[src/rtl/mux_cell_pkg.sv]
package mux_cell_pkg;

  localparam int MACRO_W = 4;

  typedef struct packed {
    logic aLo;
    logic aHi;
    logic aSel;
    logic bLo;
    logic bHi;
    logic bSel;
    logic joinP;
    logic joinQ;
  } cellTies_t;

  typedef enum logic [MACRO_W-1:0] {
    MAC_INV   = 4'd0,
    MAC_BUF   = 4'd1,
    MAC_AND2  = 4'd2,
    MAC_OR2   = 4'd3,
    MAC_NAND2 = 4'd4,
    MAC_ANDNB = 4'd5,
    MAC_NORNA = 4'd6,
    MAC_XOR2  = 4'd7,
    MAC_SOP3  = 4'd8
  } macroCode_t;

  localparam cellTies_t TIES_ZERO = '0;

endpackage

[src/rtl/mux2_leaf.sv]
module mux2_leaf #(
  parameter int W = 1
) (
  input  logic [W-1:0] inLo,
  input  logic [W-1:0] inHi,
  input  logic         sel,
  output logic [W-1:0] out
);
  assign out = sel ? inHi : inLo;
endmodule

[src/rtl/mux_tree_cell.sv]
module mux_tree_cell
  import mux_cell_pkg::*;
(
  input  cellTies_t ties,
  output logic      f
);
  localparam int LEAVES = 2;

  logic [LEAVES-1:0] leafLo;
  logic [LEAVES-1:0] leafHi;
  logic [LEAVES-1:0] leafSel;
  logic [LEAVES-1:0] stageOut;
  logic              joinSel;

  assign leafLo  = {ties.bLo,  ties.aLo};
  assign leafHi  = {ties.bHi,  ties.aHi};
  assign leafSel = {ties.bSel, ties.aSel};

  genvar i;
  generate
    for (i = 0; i < LEAVES; i++) begin : g_leaf
      mux2_leaf #(.W(1)) u_leaf (
        .inLo (leafLo[i]),
        .inHi (leafHi[i]),
        .sel  (leafSel[i]),
        .out  (stageOut[i])
      );
    end
  endgenerate

  assign joinSel = ties.joinP | ties.joinQ;

  mux2_leaf #(.W(1)) u_join (
    .inLo (stageOut[0]),
    .inHi (stageOut[1]),
    .sel  (joinSel),
    .out  (f)
  );

  always_comb begin

    if (ties.aSel) path_a_hi_chk: assert (stageOut[0] == ties.aHi);
    else           path_a_lo_chk: assert (stageOut[0] == ties.aLo);

    if (ties.bSel) path_b_hi_chk: assert (stageOut[1] == ties.bHi);
    else           path_b_lo_chk: assert (stageOut[1] == ties.bLo);

    if (ties.joinP || ties.joinQ) join_b_chk: assert (f == stageOut[1]);
    else                          join_a_chk: assert (f == stageOut[0]);
  end
endmodule

[src/rtl/macro_tie_ctrl.sv]
module macro_tie_ctrl
  import mux_cell_pkg::*;
#(
  parameter int MODE_W = MACRO_W
) (
  input  logic [MODE_W-1:0] code,
  input  logic              x,
  input  logic              y,
  input  logic              z,
  input  logic              w,
  output cellTies_t         ties
);
  always_comb begin
    ties = TIES_ZERO;
    case (code)
      MAC_INV:   begin ties.aLo = 1'b1; ties.aSel = x; end
      MAC_BUF:   begin ties.aHi = 1'b1; ties.aSel = x; end
      MAC_AND2:  begin ties.aHi = y;    ties.aSel = x; end
      MAC_OR2:   begin ties.aLo = y;    ties.aHi = 1'b1; ties.aSel = x; end
      MAC_NAND2: begin
        ties.aLo = 1'b1; ties.aHi = 1'b1; ties.aSel = 1'b1;
        ties.bLo = 1'b1; ties.bSel = y;   ties.joinP = x;
      end
      MAC_ANDNB: begin ties.bLo = 1'b1; ties.bSel = y; ties.joinP = x; end
      MAC_NORNA: begin ties.aHi = 1'b1; ties.aSel = y; ties.joinP = x; end
      MAC_XOR2:  begin
        ties.aHi = 1'b1; ties.aSel = y;
        ties.bLo = 1'b1; ties.bSel = y; ties.joinP = x;
      end
      MAC_SOP3:  begin
        ties.aLo = w; ties.aHi = 1'b1; ties.aSel = z;
        ties.bLo = w; ties.bHi = 1'b1; ties.bSel = x; ties.joinQ = y;
      end
      default:   ties = TIES_ZERO;
    endcase
  end
endmodule

[src/rtl/mux_logic_cell.sv]
module mux_logic_cell
  import mux_cell_pkg::*;
#(
  parameter int MODE_W = MACRO_W
) (
  input  logic              pathALo,
  input  logic              pathAHi,
  input  logic              pathASel,
  input  logic              pathBLo,
  input  logic              pathBHi,
  input  logic              pathBSel,
  input  logic              joinSelP,
  input  logic              joinSelQ,
  output logic              rawF,
  input  logic [MODE_W-1:0] macroSel,
  input  logic              inX,
  input  logic              inY,
  input  logic              inZ,
  input  logic              inW,
  output logic              macroF
);
  cellTies_t rawTies;
  cellTies_t macroTies;

  assign rawTies = '{aLo: pathALo, aHi: pathAHi, aSel: pathASel,
                     bLo: pathBLo, bHi: pathBHi, bSel: pathBSel,
                     joinP: joinSelP, joinQ: joinSelQ};

  mux_tree_cell u_rawCell (
    .ties (rawTies),
    .f    (rawF)
  );

  macro_tie_ctrl #(.MODE_W(MODE_W)) u_ctrl (
    .code (macroSel),
    .x    (inX),
    .y    (inY),
    .z    (inZ),
    .w    (inW),
    .ties (macroTies)
  );

  mux_tree_cell u_macroCell (
    .ties (macroTies),
    .f    (macroF)
  );

  always_comb begin

    if (macroSel == MODE_W'(0)) inv_macro_chk: assert (macroF == !inX);

    if (macroSel == MODE_W'(2)) and_macro_chk: assert (macroF == (inX && inY));

    if (macroSel == MODE_W'(4)) nand_macro_chk: assert (macroF == !(inX && inY));

    if (macroSel == MODE_W'(7)) xor_macro_chk: assert (macroF == (inX ^ inY));

    if (macroSel > MODE_W'(8)) unused_code_chk: assert (macroF == 1'b0);
  end
endmodule

[config.mk]
export PLATFORM = sky130hd
export DESIGN_NAME = mux_logic_cell
export DESIGN_NICKNAME = d
export VERILOG_FILES = /design/src/rtl/mux_cell_pkg.sv /design/src/rtl/mux2_leaf.sv /design/src/rtl/mux_tree_cell.sv /design/src/rtl/macro_tie_ctrl.sv /design/src/rtl/mux_logic_cell.sv
export SDC_FILE = /design/constraint.sdc
export NUM_CORES = 1
export LEC_CHECK = 0
export BUFFER_PORTS_ARGS = -buffer_cell sky130_fd_sc_hd__buf_4
export CAP_MARGIN = 15
export CORE_AREA = 2 2 39 41
export DETAILED_ROUTE_END_ITERATION = 8
export DIE_AREA = 0 0 41 43
export SETUP_SLACK_MARGIN = 0.5
export SYNTH_ARGS = -nofsm -noshare
export SYNTH_HDL_FRONTEND = slang
export SYNTH_SLANG_ARGS = --single-unit
[constraint.sdc]
create_clock -name vclk -period 0.8
set_input_delay 0.16 -clock vclk [all_inputs]
set_output_delay 0.16 -clock vclk [all_outputs]
set_load 0.02 [all_outputs]
==> qor.yml <==
avgSynthCellArea_um2: 6.651
hp-class: "in2out"
wl_um: 457
cp_max_fo: 5
setup_ws_ns: -0.3240
clock.fmax_ghz: 0.8897
finalWeightedCongestion: 0.7943
p_comb_frac: 1.000
fin_hold_ws_ns: 0.6861
startpoint_type: "input pin"
switchingPower_mw: 0.06952
crit_cells: 5
status: "complete, but fails checks"
maxCapViolCount: 0
p_leak_nw: 0.1555
ir_drop_mv: 0.1189
die_h_um: 43
grt_max_degree: 7
synth_area_um2: 126.4
cp-endpoint: "macroF"
critPathMaxStageDelay_ns: 0.27
diodes: 0
tightestPinTransition_ns: 0.1974
critical-path-top-delay-family: "simple AND/OR/NAND/NOR gates"
via_count: 214
cp_slowest_cell: "nor4b_4"
setup_viol: 2
layout.sequential_cells: 0
ant_nets: 0
worstPathRequired_ns: 0.64
timing.slew.headroom: 0.8665
rsz0062_at_grt: "yes"
rows: 14
num-clock-buffers: 0
crit_start: "macroSel[3]"
p_sw_frac: 0.3860
ys_seq_area_frac: 0
drv_slew: 0
p_seq_frac: 0
regArea_um2: 0
synthCells: 19
area_delta_synth_final_pct: 179.2
postCtsHoldBufs: 0
antenna_found_initial: 0
drt_iter0_markers: 4
ys_warn_count: 0
worstSetupEndpointType: "primary output"
grtUsageTotal: 0.05594
drc: 0
power.density_nw_per_um2: 510.4
dp_slack_ns: -0.3735
dp_hpwl_um: 402.9
layout.nets: 56
coreArea_um2: 1384
clkPwrFrac: 0
p_int_mw: 0.1106
min_period_ns: 1.124
die_w_um: 41
vias_per_cell: 3.963
die_area_um2: 1763
path_buf_inv: 2
ys_types: 14
drive_above_1_share: 0.7105
fin_crit_sh: 1.405
crit_chain: "buf_8 > nor4b_4 > nor3_2 > o2111a_2 > buf_6"
grt_pass1_vias: 199
holdPathStages: 4
violations: "negative setup slack"
finalHoldViolations: 0
boundaryPins: 18
portBuffers: 18
wl_per_cell_um: 8.463
start_util: 0.09132
dr.pass1.iters: 4
grt_first_pass_wirelength_um: 765
synth_nets: 35
globalRoute.totalOverflow: 0
crit_arrival_ns: 0.96
total_power_mw: 0.1801
worstSetupPathType: "in2out"
==> layer usage <==
layer,vias to the layer above,track usage,wire length [um]
met5,-,0,0
met4,0,0,0
met3,0,0.005236,20
met2,3,0.09375,240
met1,97,0.07911,195
li1,114,-,-
==> worst min-delay path by stage <==
stage | startpoint | end
3_5_place_dp | pathBHi | rawF
3_3_place_gp | pathBHi | rawF
6_report | pathBHi | rawF
4_1_cts | pathBHi | rawF
5_1_grt | pathBHi | rawF
2_1_floorplan | joinSelP | rawF
==> metrics by stage <==
stage                     cell area (um^2)  cells  setup TNS, ns    util
after floorplan                      151.4     19        -0.1209       -
after global placement               314.1     54        -0.4622  0.2269
after detailed placement             314.1     54        -0.4714  0.2269
after CTS                            329.1     54        -0.4133  0.2378
after global routing                 352.8     54        -0.4608  0.2550
final                                352.8     54        -0.3996  0.2550
==> layout make-up <==
| cell class | count | area (um^2) |
|---|---|---|
| tap | 16 | 20.02 |
| inverter | 1 | 3.754 |
| timing repair buffer | 19 | 161.4 |
| multi-input combinational | 18 | 167.7 |
| fill | 148 | 1031 |
==> kinds of logic after synthesis <==
group                  count (synthesis)  synth area share
AO/OA/AOI/OAI                          8            0.3961
multiplexers                           1           0.07921
AND/OR/NAND/NOR                        9            0.4951
buffers and inverters                  1           0.02967
==> power groups by stage <==
stage	clock network [mW]	registers, mW	logic [mW]
after floorplan	0	0	0.0604
after global placement	0	0	0.159
after detailed placement	0	0	0.161
after CTS	0	0	0.169
after global routing	0	0	0.193
final	0	0	0.180
==> synthesized netlist by cell type <==
library cell / number / area, um^2
o21ai_0: 3 / 15.01
nor4b_2: 1 / 15.01
a31oi_1: 1 / 6.260
inv_1: 1 / 3.750
nor2_1: 2 / 7.510
a21oi_1: 2 / 10.01
o2111a_1: 1 / 11.26
mux2i_1: 1 / 10.01
nor3_1: 2 / 10.01
a211oi_1: 1 / 7.510
nor4bb_1: 1 / 10.01
and2b_1: 1 / 7.510
nand2b_1: 1 / 6.260
nor2b_1: 1 / 6.260
==> placed cells by master (no fill, tap or decap) <==
cell	instances
nor4b_4	1
and2b_1	1
nor3_2	1
nor2_4	1
mux2i_1	1
a21oi_1	1
nor2b_4	1
buf_4	15
nor2_1	1
o21ai_0	3
buf_8	1
a31oi_1	1
a211oi_2	1
nor3_1	1
inv_1	1
o2111a_2	1
nor4bb_2	1
buf_6	3
a21oi_2	1
nand2b_1	1
==> timing repair <==
item,4_1_cts,5_1_grt
pin swaps,3,2
setup buffers,0,0
gates resized for setup,4,4
endpoints found under the setup margin,2,2
No activity file was read; power rests on OpenSTA's default activity.
